**src/rtl/tdd_seq_pkg.sv**
```systemverilog
package tdd_seq_pkg;
   typedef enum logic [1:0] {
      ST_READY = 2'b00,
      ST_RX    = 2'b01,
      ST_TX    = 2'b10
   } tdd_state_e;
endpackage

```
**src/rtl/tdd_seq_sync.sv**
```systemverilog
module tdd_seq_sync #(
   parameter int W      = 2,
   parameter int STAGES = 2
) (
   input  logic         clk,
   input  logic         rst_n,
   input  logic [W-1:0] d,
   output logic [W-1:0] q
);
   localparam int LAST = STAGES - 1;

   generate
      if (STAGES < 2) begin : g_bad_stages
         $error("tdd_seq_sync: STAGES must be at least 2");
      end
      if (W < 1) begin : g_bad_width
         $error("tdd_seq_sync: W must be at least 1");
      end
   endgenerate

   logic [STAGES-1:0][W-1:0] stg;

   always_ff @(posedge clk or negedge rst_n) begin
      if (!rst_n) begin
         stg <= '0;
      end else begin
         stg[0] <= d;
         for (int i = 1; i < STAGES; i++) begin
            stg[i] <= stg[i-1];
         end
      end
   end

   assign q = stg[LAST];
endmodule

```
**src/rtl/tdd_seq_edge.sv**
```systemverilog
module tdd_seq_edge #(
   parameter int W = 2
) (
   input  logic         clk,
   input  logic         rst_n,
   input  logic [W-1:0] lvl,
   output logic [W-1:0] chg
);
   logic [W-1:0] lvl_q;

   always_ff @(posedge clk or negedge rst_n) begin
      if (!rst_n) lvl_q <= '0;
      else        lvl_q <= lvl;
   end

   generate
      for (genvar b = 0; b < W; b++) begin : g_bit
         assign chg[b] = lvl[b] ^ lvl_q[b];
      end
   endgenerate
endmodule

```
**src/rtl/tdd_seq_fsm.sv**
```systemverilog
module tdd_seq_fsm
   import tdd_seq_pkg::*;
(
   input  logic       clk,
   input  logic       rst_n,
   input  logic       step,
   input  logic       dir_lvl,
   output tdd_state_e state
);
   tdd_state_e nxt;

   always_comb begin
      nxt = state;
      if (step) begin
         unique case (state)
            ST_READY: nxt = dir_lvl ? ST_TX : ST_RX;
            ST_RX,
            ST_TX:    nxt = ST_READY;
            default:  nxt = ST_READY;
         endcase
      end
   end

   always_ff @(posedge clk or negedge rst_n) begin
      if (!rst_n) state <= ST_READY;
      else        state <= nxt;
   end

   assert_to_tx_R2: assert property (@(posedge clk) disable iff (!rst_n)
      (state == ST_READY && step && dir_lvl) |=> state == ST_TX);
   assert_to_rx_R3: assert property (@(posedge clk) disable iff (!rst_n)
      (state == ST_READY && step && !dir_lvl) |=> state == ST_RX);
   assert_back_to_ready_R4: assert property (@(posedge clk) disable iff (!rst_n)
      (state != ST_READY && step) |=> state == ST_READY);
   assert_hold_without_step_R11: assert property (@(posedge clk) disable iff (!rst_n)
      !step |=> $stable(state));
   assert_legal_code_R4: assert property (@(posedge clk) disable iff (!rst_n)
      state != 2'b11);
endmodule

```
**src/rtl/tdd_seq_synth.sv**
```systemverilog
module tdd_seq_synth
   import tdd_seq_pkg::*;
(
   input  logic       clk,
   input  logic       rst_n,
   input  tdd_state_e state,
   input  logic       dir_rise,
   input  logic       dir_fall,
   output logic       rx_en,
   output logic       tx_en,
   output logic       rx_cal,
   output logic       tx_cal
);
   logic in_ready;
   assign in_ready = (state == ST_READY);

   always_ff @(posedge clk or negedge rst_n) begin
      if (!rst_n) begin
         rx_en  <= 1'b1;
         tx_en  <= 1'b0;
         rx_cal <= 1'b0;
         tx_cal <= 1'b0;
      end else begin
         rx_cal <= 1'b0;
         tx_cal <= 1'b0;
         if (in_ready && dir_rise) begin
            rx_en  <= 1'b0;
            tx_en  <= 1'b1;
            tx_cal <= 1'b1;
         end else if (in_ready && dir_fall) begin
            tx_en  <= 1'b0;
            rx_en  <= 1'b1;
            rx_cal <= 1'b1;
         end
      end
   end

   assert_rise_switch_R5: assert property (@(posedge clk) disable iff (!rst_n)
      (in_ready && dir_rise) |=> (tx_en && !rx_en && tx_cal && !rx_cal));
   assert_fall_switch_R6: assert property (@(posedge clk) disable iff (!rst_n)
      (in_ready && dir_fall) |=> (rx_en && !tx_en && rx_cal && !tx_cal));
   assert_frozen_outside_ready_R7: assert property (@(posedge clk) disable iff (!rst_n)
      !in_ready |=> ($stable({rx_en, tx_en}) && !rx_cal && !tx_cal));
   assert_tx_pulse_R8: assert property (@(posedge clk) disable iff (!rst_n)
      tx_cal |=> !tx_cal);
   assert_rx_pulse_R8: assert property (@(posedge clk) disable iff (!rst_n)
      rx_cal |=> !rx_cal);
   assert_one_synth_R9: assert property (@(posedge clk) disable iff (!rst_n)
      $countones({rx_en, tx_en}) == 1);
   assert_tx_on_has_cal_R5: assert property (@(posedge clk) disable iff (!rst_n)
      $rose(tx_en) |-> tx_cal);
endmodule

```
**src/rtl/tdd_seq_top.sv**
```systemverilog
module tdd_seq_top
   import tdd_seq_pkg::*;
#(
   parameter int SYNC_STAGES = 2
) (
   input  logic       clk,
   input  logic       rst_n,
   input  logic       enable_pin,
   input  logic       dir_pin,
   output logic [1:0] state_o,
   output logic       rx_synth_en,
   output logic       tx_synth_en,
   output logic       rx_cal_req,
   output logic       tx_cal_req
);
   localparam int NPIN = 2;
   localparam int B_EN = 0;
   localparam int B_DIR = 1;

   logic [NPIN-1:0] pin_s;
   logic [NPIN-1:0] pin_chg;
   tdd_state_e      state;
   logic            step, dir_rise, dir_fall;

   tdd_seq_sync #(.W(NPIN), .STAGES(SYNC_STAGES)) u_sync (
      .clk(clk), .rst_n(rst_n), .d({dir_pin, enable_pin}), .q(pin_s));

   tdd_seq_edge #(.W(NPIN)) u_edge (
      .clk(clk), .rst_n(rst_n), .lvl(pin_s), .chg(pin_chg));

   assign step     = pin_chg[B_EN]  &  pin_s[B_EN];
   assign dir_rise = pin_chg[B_DIR] &  pin_s[B_DIR];
   assign dir_fall = pin_chg[B_DIR] & ~pin_s[B_DIR];

   tdd_seq_fsm u_fsm (
      .clk(clk), .rst_n(rst_n), .step(step), .dir_lvl(pin_s[B_DIR]), .state(state));

   tdd_seq_synth u_synth (
      .clk(clk), .rst_n(rst_n), .state(state), .dir_rise(dir_rise), .dir_fall(dir_fall),
      .rx_en(rx_synth_en), .tx_en(tx_synth_en), .rx_cal(rx_cal_req), .tx_cal(tx_cal_req));

   assign state_o = state;
endmodule

```
**config.mk**
```make
export PLATFORM = sky130hd
export DESIGN_NAME = tdd_seq_top
export DESIGN_NICKNAME = d
export VERILOG_FILES = /design/src/rtl/tdd_seq_pkg.sv /design/src/rtl/tdd_seq_sync.sv /design/src/rtl/tdd_seq_edge.sv /design/src/rtl/tdd_seq_fsm.sv /design/src/rtl/tdd_seq_synth.sv /design/src/rtl/tdd_seq_top.sv
export SDC_FILE = /design/constraint.sdc
export NUM_CORES = 1
export LEC_CHECK = 0
export CORE_AREA = 2 2 39 41
export DETAILED_ROUTE_END_ITERATION = 10
export DIE_AREA = 0 0 41 43
export DONT_BUFFER_PORTS = 1
export HOLD_SLACK_MARGIN = 0.12
export SETUP_SLACK_MARGIN = 0.02
export SLEW_MARGIN = 5
export SYNTH_ARGS = -nofsm -noshare
export SYNTH_HDL_FRONTEND = slang
export SYNTH_SLANG_ARGS = --single-unit
```
**constraint.sdc**
```tcl
create_clock -name clk -period 2.5 [get_ports clk]
set_input_delay 0.5 -clock clk [delete_from_list [all_inputs] [get_ports clk]]
set_output_delay 0.5 -clock clk [all_outputs]
set_load 0.005 [all_outputs]
```
==> Word-level counts from Yosys, hierarchy flattened <==
Cells that the tools add are included.
W data, S select, Z words.
{ "classes": {"n_addsub": 0, "multipliers": 0, "n_div": 0, "n_lt_le_gt_ge": 0, "eq_ne": 0, "n_shift": 0, "n_mux": 9, "n_bitwise": 6, "reduce_logical": 4} }
{ "ops": {"columns": ["op", "n"], "rows": [
  ["$mux W1", 7],
  ["$mux W2", 2],
  ["$and A1 B1 Y1", 3],
  ["$logic_and A1 B1 Y1", 2],
  ["$logic_not A2 Y1", 1],
  ["$reduce_bool A2 Y1", 1],
  ["$xor A1 B1 Y1", 2],
  ["$not A1 Y1", 1]
]} }
{ "totals": {"regBits": 12, "latch_bits": 0, "ram_bits": 0, "mem_bits_ro": 0, "inputBits": 4, "out_inout_bits": 6, "wordCells": 27, "mem_count": 0} }

==> Longest topological paths before layout <==
{ "logic_depth": {"word_depth": 5, "depth_mapped": 3, "mapped_depth_nobuf": 3} }

==> Modules after synthesis <==
Synthesis repeated with hierarchy kept, for this count alone.
{ "unflattened": {"cells_unflattened": 30, "area_unflattened_um2": 431.7} }
{ "modules_own_cells": {"columns": ["module", "n_inst", "cells_per_inst", "area_per_inst_um2", "seq_area_each_um2"], "rows": [
  ["tdd_seq_synth", 1, 10, 140.1, 101.3],
  ["tdd_seq_sync", 1, 6, 115.1, 100.1],
  ["tdd_seq_fsm", 1, 7, 86.3, 50.0],
  ["tdd_seq_edge", 1, 4, 67.6, 50.0],
  ["tdd_seq_top", 1, 3, 22.5, 0.0]
]} }

==> Least setup slack after synthesis <==
No wires, ideal clock.
{ "synth_path": {"kind": "register -> output", "from": "register u_synth.rx_en", "to": "output rx_synth_en", "arrival_time_ns": 0.510, "required_time_ns": 2.000, "slack_ns": 1.490, "path_stages_with_launch": 1, "n_path_buf": 0, "cell_sequence": "dfstp_2"} }
{ "synth_rtl": {"columns": ["element", "line", "text"], "rows": [
  ["start: declaration", "tdd_seq_synth.sv:9", "output logic rx_en,"],
  ["start signal: assignment", "tdd_seq_synth.sv:19", "rx_en <= 1'b1;"],
  ["start signal: assignment", "tdd_seq_synth.sv:27", "rx_en <= 1'b0;"],
  ["start signal: assignment", "tdd_seq_synth.sv:32", "rx_en <= 1'b1;"],
  ["end: declaration", "tdd_seq_top.sv:11", "output logic rx_synth_en,"]
]} }
No word-level cell between the ends.

==> Final worst setup path <==
{ "layout_path": {"from": "register u_synth.rx_en", "to": "output rx_synth_en"} }
No word-level cell between the ends.

==> impl_metrics.json <==
{
  "grt_pass1_vias": 235,
  "hold_viol": 0,
  "crit_path_max_fanout": 2,
  "ys_seq_elements": 12,
  "vias": 221,
  "dieHeight_um": 43,
  "cp-end-kind": "primary output",
  "fmax_ghz": 0.7624,
  "dp_cells": 41,
  "netlist_instances": 25,
  "hp-class": "in -> reg",
  "drive_gt1_frac": 0.2333,
  "route.met3.wl_um": 95,
  "cts_root_buf": "clkbuf_4",
  "syn_avg_cell_area_um2": 15.51,
  "cp-start-kind": "flip-flop",
  "wl_per_cell_um": 12.70,
  "gp_congestion": 0.5155,
  "layout_commonest_cell": "dfrtp_1",
  "yosysWarnings": 0,
  "min_period_ps": 1312,
  "coreArea_um2": 1384,
  "globalRouteOverflowTotal": 0,
  "synth_cell_type_count": 13,
  "track_usage": 0.08656,
  "drtIter0Drc": 3,
  "io_buffers": 0,
  "grt_max_degree": 13,
  "finalNonFillerCells": 46,
  "slew_viol_final": 0,
  "clock_skew_ps": 6.209,
  "grt_pass1_wl_um": 931,
  "rsz0062_at_grt": "no",
  "met2_length_um": 282,
  "antenna_found_initial": 0,
  "power_frac_seq": 0.575,
  "io_pins": 10,
  "synth_seq_area_share": 0.7774,
  "clock-sinks": 12,
  "initial_core_util": 0.2803,
  "wl_met1_um": 206,
  "relSlewSlack": 0.6538,
  "min_period_over_period": 0.5247,
  "insertion_delay_ps": 270,
  "max-clock-path-buffers": 2,
  "cp.required_ps": 2000,
  "syn_to_final_growth_pct": 17.10,
  "max_slew.worst_pin.slew_ps": 517.6,
  "power.switching_w": 0.0001025,
  "outcome": "finished clean",
  "drc": 0,
  "p_leak_nw": 0.2084,
  "clk_pin_slew_ps": 70,
  "cts_tree": "done",
  "tns_ps": 0,
  "nets": 35,
  "ir_worst_vdd_mv": 0.5333,
  "layout_common_cells": "dfrtp_1 (11), clkbuf_4 (3), nand2b_1 (2), a22o_1 (2)",
  "detail-route-antenna-nets": 0,
  "clkPwrFrac": 0.341,
  "cts_buffers": 3,
  "syn_nets": 29,
  "cts_setup_buffers": 0,
  "maxCapViolCount": 0,
  "arrival_ps": 810,
  "p_per_area_nw_per_um2": 956.2,
  "crit_type": "reg -> out",
  "p_int_w": 0.0003318,
  "vias_per_cell": 4.804,
  "p_comb_frac": 0.084,
  "drt-total-wl_um": 584,
  "maxUsedRoutingLayer": "met3",
  "cts_htree_levels": 1,
  "num_antenna_cells": 0,
  "rows": 14,
  "synth_area_um2": 387.9,
  "die_width_um": 41,
  "dr.pass1.iters": 2,
  "die-area_um2": 1763,
  "setup-violations-final": 0,
  "switching_share": 0.2361
}
## cells by family after synthesis
logic type / count (synthesis) / synth area share
buf+inv: 2 / 0.01934
simple gates: 7 / 0.1193
flops: 12 / 0.7774
compound gates: 4 / 0.08389
## through the flow
stage / cell area (um2) / total power (W) / util / hold WS [ps] / setup slack [ps]
2_1_floorplan: 387.9 / 0.0002756 / - / 204.4 / 1490
3_3_place_gp: 407.9 / 0.0002834 / 0.2948 / 204.7 / 1482
3_5_place_dp: 407.9 / 0.0002873 / 0.2948 / 204.7 / 1465
4_1_cts: 454.2 / 0.0004443 / 0.3282 / 250.2 / 1173
5_1_grt: 454.2 / 0.0004646 / 0.3282 / 231.4 / 1147
6_report: 454.2 / 0.0004343 / 0.3282 / 260.8 / 1188
## worst register-to-register path, delay by kind of cell (launching register included)
family / cells / cell delay [ps]
flops: 1 / 460
simple gates: 2 / 360
compound gates: 1 / 90
## final timing paths
check / start / cells past startpoint / slack, ps / to
min reg2reg: u_sync.stg[1]$_DFF_PN0_ / 0 / 350 / u_sync.q[1]$_DFF_PN0_
max reg2reg: u_fsm.state[0]$_DFFE_PN0P_ / 3 / 1470 / u_synth.tx_en$_DFFE_PN0P_
max in group asynchronous: rst_n / 1 / 1500 / u_synth.rx_en$_DFFE_PN1P_
max: u_synth.rx_en$_DFFE_PN1P_ / 0 / 1190 / rx_synth_en
min: enable_pin / 0 / 260 / u_sync.stg[0]$_DFF_PN0_
min in group asynchronous: rst_n / 1 / 640 / u_synth.rx_cal$_DFF_PN0_
## metal layers
| layer | global-route usage | vias to the layer above |
|---|---|---|
| met4 | 0.02000 | 0 |
| li1 | - | 100 |
| met2 | 0.1219 | 13 |
| met3 | 0.09424 | 0 |
| met5 | 0 | - |
| met1 | 0.08418 | 108 |
## state kept, by name (all words and copies together) (netlist names)
register / cells
u_synth.rx_en: 1
u_sync.stg: 2
u_fsm.state: 2
u_edge.lvl_q: 2
u_synth.rx_cal: 1
u_synth.tx_cal: 1
u_synth.tx_en: 1
u_sync.q: 2
## repair_timing
item	CTS	global route
hold endpoints to repair	12	0
hold buffers	1	0
resized for setup	0	0
## power by group through the flow
stage | clock [W] | combinational, W | sequential, W
2_1_floorplan | 0 | 0.0000284 | 0.000247
3_3_place_gp | 0 | 0.0000310 | 0.000252
3_5_place_dp | 0 | 0.0000328 | 0.000255
4_1_cts | 0.000156 | 0.0000380 | 0.000251
5_1_grt | 0.000167 | 0.0000423 | 0.000255
6_report | 0.000148 | 0.0000366 | 0.000250
## layout make-up
cell class	instances	area (um2)
inverters	2	7.507
fillers	137	929.6
clock buffers	4	36.28
well taps	16	20.02
flip-flops and latches	12	301.5
repair buffers	1	10.01
multi-input cells	11	78.83
## synthesized netlist by cell type
cell type | instances | area (um2)
a22o_1 | 2 | 17.52
a31oi_1 | 1 | 6.260
and3_1 | 1 | 6.260
dfrtp_1 | 11 | 275.3
dfstp_2 | 1 | 26.28
inv_1 | 1 | 3.750
inv_2 | 1 | 3.750
nand2b_1 | 2 | 12.51
nor2_1 | 1 | 3.750
nor3_1 | 1 | 5.000
nor4_2 | 1 | 12.51
o41ai_1 | 1 | 8.760
or2_1 | 1 | 6.260
Power figures use the tool's default switching activity.
